==> config.mk <==
export PLATFORM = sky130hd
export DESIGN_NAME = f2h_cvt
export DESIGN_NICKNAME = d
export VERILOG_FILES = /design/src/rtl/f2h_pkg.sv /design/src/rtl/f2h_unpack.sv /design/src/rtl/f2h_round.sv /design/src/rtl/f2h_cvt.sv
export SDC_FILE = /design/constraint.sdc
export NUM_CORES = 1
export LEC_CHECK = 0
export ABC_CLOCK_PERIOD_IN_PS = 1050
export BUFFER_PORTS_ARGS = -buffer_cell sky130_fd_sc_hd__buf_2
export CAP_MARGIN = 20
export CORE_MARGIN = 10
export CORE_UTILIZATION = 40
export DETAILED_ROUTE_END_ITERATION = 8
export GPL_ROUTABILITY_DRIVEN = 0
export PLACE_DENSITY_LB_ADDON = 0.25
export SLEW_MARGIN = 20
export SYNTH_ARGS = -nofsm -noshare
export SYNTH_HDL_FRONTEND = slang
export SYNTH_SLANG_ARGS = --single-unit
export TNS_END_PERCENT = 100
==> constraint.sdc <==
create_clock -name clk_i -period 1.05 [get_ports clk_i]
set_input_delay 0.105 -clock clk_i [delete_from_list [all_inputs] [get_ports clk_i]]
set_output_delay 0.105 -clock clk_i [all_outputs]
set_load 0.02 [all_outputs]
==> src/rtl/f2h_pkg.sv <==
package f2h_pkg;
  localparam int SP_EXP  = 8;
  localparam int SP_MAN  = 23;
  localparam int HP_EXP  = 5;
  localparam int HP_MAN  = 10;
  localparam int SP_W    = 1 + SP_EXP + SP_MAN;
  localparam int HP_W    = 1 + HP_EXP + HP_MAN;
  localparam int SP_BIAS = (1 << (SP_EXP - 1)) - 1;
  localparam int HP_BIAS = (1 << (HP_EXP - 1)) - 1;
  localparam int CALC_W  = SP_EXP + 2;
  localparam int FLAG_W  = 5;

  typedef enum logic [1:0] {
    RM_NEAR = 2'b00,
    RM_DOWN = 2'b01,
    RM_UP   = 2'b10,
    RM_ZERO = 2'b11
  } rm_e;

  typedef enum logic [2:0] {
    CLS_FIN,
    CLS_ZERO,
    CLS_INF,
    CLS_QNAN,
    CLS_SNAN
  } cls_e;

  // bit order is the external flag encoding
  typedef struct packed {
    logic prc;
    logic unf;
    logic ovf;
    logic den;
    logic inv;
  } flags_t;
endpackage

==> src/rtl/f2h_unpack.sv <==
module f2h_unpack
  import f2h_pkg::*;
(
  input  logic                     [SP_W-1:0]   op_i,
  input  logic                                  daz_i,
  output logic                                  sign_o,
  output cls_e                                  cls_o,
  output logic                                  sub_o,
  output logic signed              [CALC_W-1:0] hexp_o,
  output logic                     [SP_MAN:0]   sig_o,
  output logic                     [HP_MAN-2:0] pay_o
);
  localparam logic signed [CALC_W-1:0] BIAS_DIFF = CALC_W'(SP_BIAS - HP_BIAS);

  logic [SP_EXP-1:0] exp_f;
  logic [SP_MAN-1:0] man_f;
  logic              e_zero, e_ones, m_nz;
  logic [SP_EXP-1:0] exp_eff;

  assign sign_o = op_i[SP_W-1];
  assign exp_f  = op_i[SP_MAN +: SP_EXP];
  assign man_f  = op_i[SP_MAN-1:0];
  assign e_zero = (exp_f == '0);
  assign e_ones = &exp_f;
  assign m_nz   = |man_f;

  always_comb begin
    cls_o = CLS_FIN;
    sub_o = 1'b0;
    if (e_ones) begin
      if (!m_nz)                cls_o = CLS_INF;
      else if (man_f[SP_MAN-1]) cls_o = CLS_QNAN;
      else                      cls_o = CLS_SNAN;
    end else if (e_zero && (!m_nz || daz_i)) begin
      cls_o = CLS_ZERO;
    end else begin
      sub_o = e_zero;
    end
  end

  // subnormal operands share the scale of exponent field 1
  assign exp_eff = e_zero ? SP_EXP'(1) : exp_f;
  assign hexp_o  = $signed({{(CALC_W-SP_EXP){1'b0}}, exp_eff}) - BIAS_DIFF;
  assign sig_o   = {~e_zero, man_f};
  assign pay_o   = man_f[SP_MAN-2 -: (HP_MAN-1)];
endmodule

==> src/rtl/f2h_round.sv <==
module f2h_round
  import f2h_pkg::*;
(
  input  logic                               sign_i,
  input  logic signed        [CALC_W-1:0]    hexp_i,
  input  logic               [SP_MAN:0]      sig_i,
  input  rm_e                                rm_i,
  output logic               [HP_W-2:0]      mag_o,
  output logic                               inexact_o,
  output logic                               ovf_o,
  output logic                               tiny_o
);
  localparam int SH_BASE = SP_MAN - HP_MAN;
  localparam int SH_MAX  = SP_MAN + 2;
  localparam int SH_W    = $clog2(SH_MAX + 1);
  localparam int PAD     = SP_MAN + 3;
  localparam int WIDE_W  = SP_MAN + 1 + PAD;
  localparam int EXP_TOP = (1 << HP_EXP) - 1;
  localparam logic [HP_W-2:0] INF_MAG = {{HP_EXP{1'b1}}, {HP_MAN{1'b0}}};
  localparam logic [HP_W-2:0] MAX_FIN = {{(HP_EXP-1){1'b1}}, 1'b0, {HP_MAN{1'b1}}};

  logic signed [CALC_W-1:0] sh_full;
  logic [SH_W-1:0]          sh;
  logic [WIDE_W-1:0]        wide;
  logic [HP_MAN:0]          kept;
  logic                     guard, sticky, lsb, inc, norm, big, to_inf;
  logic [HP_W-2:0]          base, sum;
  logic                     unused_hi;

  assign norm = (hexp_i > 0);
  assign big  = (hexp_i >= CALC_W'(EXP_TOP));

  always_comb begin
    if (norm) sh_full = CALC_W'(SH_BASE);
    else      sh_full = CALC_W'(SH_BASE + 1) - hexp_i;
    if (sh_full > CALC_W'(SH_MAX)) sh = SH_W'(SH_MAX);
    else                           sh = sh_full[SH_W-1:0];
  end

  // one shifter serves normal and subnormal alignment
  assign wide      = {sig_i, {PAD{1'b0}}} >> sh;
  assign kept      = wide[PAD +: HP_MAN+1];
  assign guard     = wide[PAD-1];
  assign sticky    = |wide[PAD-2:0];
  assign lsb       = kept[0];
  assign unused_hi = ^wide[WIDE_W-1:PAD+HP_MAN+1];

  always_comb begin
    unique case (rm_i)
      RM_NEAR: inc = guard & (sticky | lsb);
      RM_DOWN: inc = sign_i & (guard | sticky);
      RM_UP:   inc = ~sign_i & (guard | sticky);
      default: inc = 1'b0;
    endcase
  end

  assign to_inf = (rm_i == RM_NEAR) || (rm_i == RM_UP && !sign_i) ||
                  (rm_i == RM_DOWN && sign_i);

  assign base = norm ? {hexp_i[HP_EXP-1:0], kept[HP_MAN-1:0]}
                     : {{HP_EXP{1'b0}}, kept[HP_MAN-1:0]};
  assign sum  = base + {{(HP_W-2){1'b0}}, inc};

  always_comb begin
    if (big) begin
      mag_o     = to_inf ? INF_MAG : MAX_FIN;
      ovf_o     = 1'b1;
      inexact_o = 1'b1;
    end else begin
      mag_o     = sum;
      ovf_o     = (sum == INF_MAG);
      inexact_o = guard | sticky;
    end
  end

  assign tiny_o = ~norm;
endmodule

==> src/rtl/f2h_cvt.sv <==
module f2h_cvt
  import f2h_pkg::*;
(
  input  logic        clk_i,
  input  logic        rst_ni,
  input  logic        valid_i,
  input  logic [31:0] op_i,
  input  logic [7:0]  ctrl_i,
  input  logic [1:0]  glob_rm_i,
  input  logic        um_mask_i,
  input  logic        pm_mask_i,
  input  logic        dm_mask_i,
  input  logic        daz_i,
  input  logic        ftz_i,
  output logic        valid_o,
  output logic [15:0] res_o,
  output logic [4:0]  flags_o
);
  localparam logic [HP_W-2:0] INF_MAG = {{HP_EXP{1'b1}}, {HP_MAN{1'b0}}};

  logic                     sign;
  cls_e                     cls;
  logic                     sub_in;
  logic signed [CALC_W-1:0] hexp;
  logic [SP_MAN:0]          sig;
  logic [HP_MAN-2:0]        pay;
  rm_e                      rm;
  logic [HP_W-2:0]          mag;
  logic                     inexact, ovf, tiny;
  logic [HP_W-1:0]          res_d;
  flags_t                   flg_d;
  logic                     unused_in;

  // masks other than underflow only matter to outer trap logic
  assign unused_in = ^{ctrl_i[7:3], ftz_i, pm_mask_i, dm_mask_i};

  assign rm = rm_e'(ctrl_i[2] ? glob_rm_i : ctrl_i[1:0]);

  f2h_unpack u_unpack (
    .op_i   (op_i),
    .daz_i  (daz_i),
    .sign_o (sign),
    .cls_o  (cls),
    .sub_o  (sub_in),
    .hexp_o (hexp),
    .sig_o  (sig),
    .pay_o  (pay)
  );

  f2h_round u_round (
    .sign_i    (sign),
    .hexp_i    (hexp),
    .sig_i     (sig),
    .rm_i      (rm),
    .mag_o     (mag),
    .inexact_o (inexact),
    .ovf_o     (ovf),
    .tiny_o    (tiny)
  );

  always_comb begin
    flg_d = '0;
    unique case (cls)
      CLS_ZERO: res_d = {sign, {(HP_W-1){1'b0}}};
      CLS_INF:  res_d = {sign, INF_MAG};
      CLS_QNAN: res_d = {sign, {HP_EXP{1'b1}}, 1'b1, pay};
      CLS_SNAN: begin
        res_d     = {sign, {HP_EXP{1'b1}}, 1'b1, pay};
        flg_d.inv = 1'b1;
      end
      default: begin
        res_d     = {sign, mag};
        flg_d.ovf = ovf;
        flg_d.prc = inexact | ovf;
        flg_d.unf = tiny & (inexact | ~um_mask_i);
        flg_d.den = sub_in;
      end
    endcase
  end

  always_ff @(posedge clk_i or negedge rst_ni) begin
    if (!rst_ni) begin
      valid_o <= 1'b0;
      res_o   <= '0;
      flags_o <= '0;
    end else begin
      valid_o <= valid_i;
      if (valid_i) begin
        res_o   <= res_d;
        flags_o <= flg_d;
      end
    end
  end

  a_r1_valid_follows: assert property (@(posedge clk_i) disable iff (!rst_ni)
    valid_i |=> valid_o);
  a_r1_idle_follows: assert property (@(posedge clk_i) disable iff (!rst_ni)
    !valid_i |=> !valid_o);
  a_r8_ovf_saturates: assert property (@(posedge clk_i) disable iff (!rst_ni)
    valid_o && flags_o[2] |-> flags_o[4] &&
      (res_o[14:0] == 15'h7C00 || res_o[14:0] == 15'h7BFF));
  a_r6_unf_small: assert property (@(posedge clk_i) disable iff (!rst_ni)
    valid_o && flags_o[3] |-> res_o[14:10] <= 5'd1);
  a_r7_den_rule: assert property (@(posedge clk_i) disable iff (!rst_ni)
    valid_i && op_i[30:23] == 8'd0 && op_i[22:0] != 23'd0 && !daz_i &&
      dm_mask_i && (!pm_mask_i || !um_mask_i)
      |=> flags_o[1] && flags_o[3] && flags_o[4]);
  a_r7_daz_no_den: assert property (@(posedge clk_i) disable iff (!rst_ni)
    valid_i && daz_i |=> !flags_o[1]);
  a_r10_inv_is_nan: assert property (@(posedge clk_i) disable iff (!rst_ni)
    valid_o && flags_o[0] |-> (&res_o[14:10]) && res_o[9]);
endmodule

==> metrics.txt <==
# TYPE chip_impl_metric gauge
chip_impl_metric{name="global_route.usage.total",unit="%"} 29.4
chip_impl_metric{name="max_freq",unit="GHz"} 0.195
chip_impl_info{name="clock_tree_from_tritoncts",value="done"} 1
chip_impl_metric{name="drt-total-wl",unit="um"} 28500
chip_impl_metric{name="synthesis.nets",unit=""} 713
chip_impl_metric{name="max_stage_delay",unit="ns"} 0.52
chip_impl_metric{name="num_io_pins",unit=""} 72
chip_impl_info{name="path_common_cell",value="sky130_fd_sc_hd__buf_6"} 1
chip_impl_info{name="setup.worst_path.class",value="in2reg"} 1
chip_impl_metric{name="fin_area",unit="mm^2"} 0.00833
chip_impl_metric{name="final_period_minus_worst_setup_slack",unit="ns"} 5.12
chip_impl_metric{name="detail_route.drc_violations",unit=""} 0
chip_impl_info{name="synth-main-ff-cell",value="sky130_fd_sc_hd__dfrtp_1"} 1
chip_impl_info{name="worst_path_max_delay_cell",value="sky130_fd_sc_hd__or4_4"} 1
chip_impl_metric{name="power_density",unit="mW/mm^2"} 876
chip_impl_metric{name="timing.max_cap.violations",unit=""} 0
chip_impl_metric{name="drt-initial-drc-count",unit=""} 1339
chip_impl_metric{name="fp.coreArea",unit="mm^2"} 0.0113
chip_impl_metric{name="synth-edff-count",unit=""} 0
chip_impl_info{name="worstSetupStartpointType",value="primary input"} 1
chip_impl_metric{name="total_leakage_power",unit="uW"} 0.00366
chip_impl_metric{name="report.final.slew_viol_count",unit=""} 0
chip_impl_metric{name="synth-seq-cells",unit=""} 22
chip_impl_metric{name="clkSlewWorstSetupHoldPaths",unit="ns"} 0.06
chip_impl_metric{name="drive_gt1_share",unit="%"} 55.6
chip_impl_info{name="violated_checks",value="setup timing"} 1
chip_impl_metric{name="final_net_count",unit=""} 1036
chip_impl_metric{name="grt_remaining_overflow",unit=""} 0
chip_impl_metric{name="die_area",unit="mm^2"} 0.0161
chip_impl_metric{name="clock_skew",unit="ns"} 0
chip_impl_metric{name="postSynth.asyncResetShare",unit="%"} 100
chip_impl_metric{name="postLayoutSetupSlackWorst",unit="ns"} -4.07
chip_impl_metric{name="dpl.hpwl",unit="um"} 18700
chip_impl_info{name="most-common-layout-cells",value="276 x sky130_fd_sc_hd__buf_4, 75 x sky130_fd_sc_hd__nor2_1, 58 x sky130_fd_sc_hd__buf_2, 49 x sky130_fd_sc_hd__nand2_1, 30 x sky130_fd_sc_hd__a21oi_1"} 1
chip_impl_metric{name="power_report.internal_total",unit="uW"} 4040
chip_impl_metric{name="antenna_cells",unit=""} 0
chip_impl_metric{name="seq_power_share",unit="%"} 13.8
chip_impl_metric{name="syn-cell-area",unit="mm^2"} 0.00458
chip_impl_metric{name="max_slew_margin_vs_limit",unit="%"} 48.8
chip_impl_metric{name="yosys_top_cell_area_share",unit="%"} 12.0
chip_impl_metric{name="finalSetupViolations",unit=""} 20
chip_impl_metric{name="final_hold_viol_count",unit=""} 0
chip_impl_metric{name="worst_pin_slew",unit="ns"} 0.748
chip_impl_metric{name="power.combinational.fraction",unit="%"} 71.6
chip_impl_metric{name="power.share.switching",unit="%"} 44.7
chip_impl_metric{name="grt_max_degree",unit=""} 37
chip_impl_metric{name="port_buffers",unit=""} 63
chip_impl_metric{name="critPathArrivalTime",unit="ns"} 5.29
chip_impl_metric{name="clock_tree.buffer_depth",unit=""} 2
chip_impl_metric{name="cts_max_level",unit=""} 1
chip_impl_metric{name="wl_per_cell",unit="um"} 25.5
chip_impl_info{name="rsz0062_at_grt",value="yes"} 1
chip_impl_info{name="layout_commonest_cell",value="sky130_fd_sc_hd__buf_4"} 1
chip_impl_metric{name="syn_avg_cell_area",unit="um^2"} 7.02
chip_impl_metric{name="grt_pass1_vias",unit=""} 7327
chip_impl_metric{name="floorplan.rows",unit=""} 39
chip_impl_metric{name="netlist-cell-type-count",unit=""} 92
chip_impl_metric{name="synth_sequential_area_ratio",unit="%"} 12.0
chip_impl_metric{name="total_switching_power",unit="uW"} 3260
chip_impl_metric{name="yosys_warnings",unit=""} 0
chip_impl_metric{name="dr.pass1.iters",unit=""} 8
chip_impl_metric{name="preCtsSetupSlack",unit="ns"} -4.15
chip_impl_metric{name="die-height",unit="um"} 127
chip_impl_metric{name="antenna_found_initial",unit=""} 0
chip_impl_metric{name="vias_post_dr",unit=""} 7723
chip_impl_info{name="end_kind",value="flop"} 1
chip_impl_metric{name="placedInstanceArea",unit="mm^2"} 0.00703
chip_impl_metric{name="worstSkewPairLatency",unit="ns"} 0.26
chip_impl_metric{name="avgViaCountPerCell",unit=""} 6.91
chip_impl_metric{name="power.share.clock",unit="%"} 14.7
chip_impl_metric{name="timing.final.crit_share",unit="%"} 487
chip_impl_metric{name="peak_vdd_ir",unit="V"} 0.00156
chip_impl_info{name="hold_path_class",value="in2reg"} 1
chip_impl_metric{name="final_antenna_net_count",unit=""} 0
chip_impl_metric{name="grt_first_pass_wirelength",unit="um"} 39100
chip_impl_info{name="run_status",value="finished, violations left"} 1
chip_impl_info{name="ys_top_cells_by_area",value="sky130_fd_sc_hd__dfrtp_1 12%, sky130_fd_sc_hd__nor2_1 6.6%, sky130_fd_sc_hd__a21oi_1 5.1%, sky130_fd_sc_hd__nand2_1 4.7%, sky130_fd_sc_hd__mux2i_1 3.5%"} 1
chip_impl_metric{name="tritoncts_num_sinks",unit=""} 22
chip_impl_metric{name="crit_required",unit="ns"} 1.23
chip_impl_metric{name="power.total",unit="uW"} 7300
chip_impl_metric{name="initial_utilization",unit="%"} 40.5
chip_impl_metric{name="syn_to_final_growth",unit="%"} 81.8
chip_impl_info{name="cell_at_the_root_of_the_clock_tree",value="sky130_fd_sc_hd__clkbuf_16"} 1
chip_impl_metric{name="worstPathMaxFanout",unit=""} 5
chip_impl_metric{name="cts-buffers-inserted",unit=""} 3
chip_impl_metric{name="synthCells",unit=""} 653
chip_impl_metric{name="die_x",unit="um"} 127
chip_impl_info{name="synth.largest_area_cell",value="sky130_fd_sc_hd__dfrtp_1"} 1
[critical path: cells and delay by family]
kind | cells | cell delay [ns]
simple gates | 6 | 1.44
buf+inv | 7 | 0.85
compound gates | 14 | 2.53
fa+ha+maj | 2 | 0.36
[state kept, by name (all words and copies together) (netlist names)]
signal	flops
flags_o	5
res_o	16
valid_o	1
[power by group through the flow]
stage / registers, uW / clock network, uW / logic, uW
floorplan: 1150 / 0 / 1940
global placement: 1010 / 0 / 3860
detailed placement: 1020 / 0 / 3960
CTS: 1000 / 1080 / 4300
global route: 1020 / 1120 / 5420
finish: 1000 / 1070 / 5230
[cells by family (layout without fill, tap and decap cells)]
logic type | count (synthesis) | in the layout | share of synthesized area [%]
DFF | 22 | 22 | 12.0
xor gates and xnor gates | 17 | 17 | 3.25
muxes | 21 | 21 | 4.72
adders and majority gates | 10 | 10 | 2.73
and+or+nand+nor | 265 | 266 | 29.7
buffers and inverters | 71 | 392 | 7.48
AOI/OAI and AO/OA | 247 | 247 | 40.1
[per-layer routing]
layer / routed length (um) / vias up / track usage, %
li1: - / 3143 / -
met1: 9870 / 3535 / 34.1
met2: 12400 / 767 / 46.1
met3: 3490 / 278 / 7.90
met4: 2750 / 0 / 20.7
met5: 0 / - / 0
[synthesized netlist by cell type (6+ instances only)]
master and instances:
sky130_fd_sc_hd__and3_1 8, sky130_fd_sc_hd__mux2i_1 16, sky130_fd_sc_hd__a211oi_1 8, sky130_fd_sc_hd__ha_1 10, sky130_fd_sc_hd__clkbuf_1 20, sky130_fd_sc_hd__xor2_1 7, sky130_fd_sc_hd__nand2_1 58, sky130_fd_sc_hd__xnor2_1 10
sky130_fd_sc_hd__and2_1 8, sky130_fd_sc_hd__a22oi_1 16, sky130_fd_sc_hd__a21oi_1 47, sky130_fd_sc_hd__a31oi_1 16, sky130_fd_sc_hd__a211o_1 6, sky130_fd_sc_hd__dfrtp_1 22, sky130_fd_sc_hd__o22ai_1 21, sky130_fd_sc_hd__o2111ai_1 7
sky130_fd_sc_hd__o21ai_0 29, sky130_fd_sc_hd__nand3_1 30, sky130_fd_sc_hd__a21o_1 10, sky130_fd_sc_hd__buf_2 19, sky130_fd_sc_hd__nand4_1 7, sky130_fd_sc_hd__o211ai_1 8, sky130_fd_sc_hd__nor3_1 16, sky130_fd_sc_hd__inv_1 20
sky130_fd_sc_hd__nor4_1 9, sky130_fd_sc_hd__nor2_1 81
[final timing paths]
kind / slack, ns / startpoint / cells after the start / endpoint
worst min register to register: 0.49 / res_o[11]$_DFFE_PN0P_ / 1 / res_o[11]$_DFFE_PN0P_
worst min-delay path: 0.20 / um_mask_i / 3 / flags_o[3]$_DFFE_PN0P_
max in group asynchronous: 0.39 / rst_ni / 2 / flags_o[4]$_DFFE_PN0P_
worst max register to register: 0.31 / res_o[15]$_DFFE_PN0P_ / 1 / res_o[15]$_DFFE_PN0P_
worst max-delay path: -4.07 / op_i[27] / 29 / flags_o[2]$_DFFE_PN0P_
min in group asynchronous: 0.33 / rst_ni / 2 / res_o[9]$_DFFE_PN0P_
[layout make-up]
cell class / count / area (um^2)
Tap cell: 143 / 179
Sequential cell: 22 / 551
Fill cell: 770 / 2990
Clock buffer: 3 / 75.1
Multi-Input combinational cell: 561 / 4600
Clock inverter: 1 / 30.0
Timing Repair Buffer: 368 / 2810
Inverter: 20 / 85.1
[per-stage QoR]
step	setup TNS [ns]	util [%]	hold WS, ns	std cells
detailed placement	-70.51	62.1	0.0959	1068
global placement	-68.38	62.1	0.0770	1068
floorplan	-58.17	-	-0.191	653
CTS	-61.61	66.9	0.191	1090
finish	-67.86	73.6	0.196	1118
global route	-71.37	73.6	0.204	1118
[what timing repair did]
item                                    CTS  global route
resized for setup                        67           109
pin swaps                                21            68
buffers inserted                         17            32
endpoints found under the setup margin   20            20
cloned                                    0             1
endpoints found under the hold margin    22             0
hold buffers                              1             0
Power figures use the tool's default switching activity.
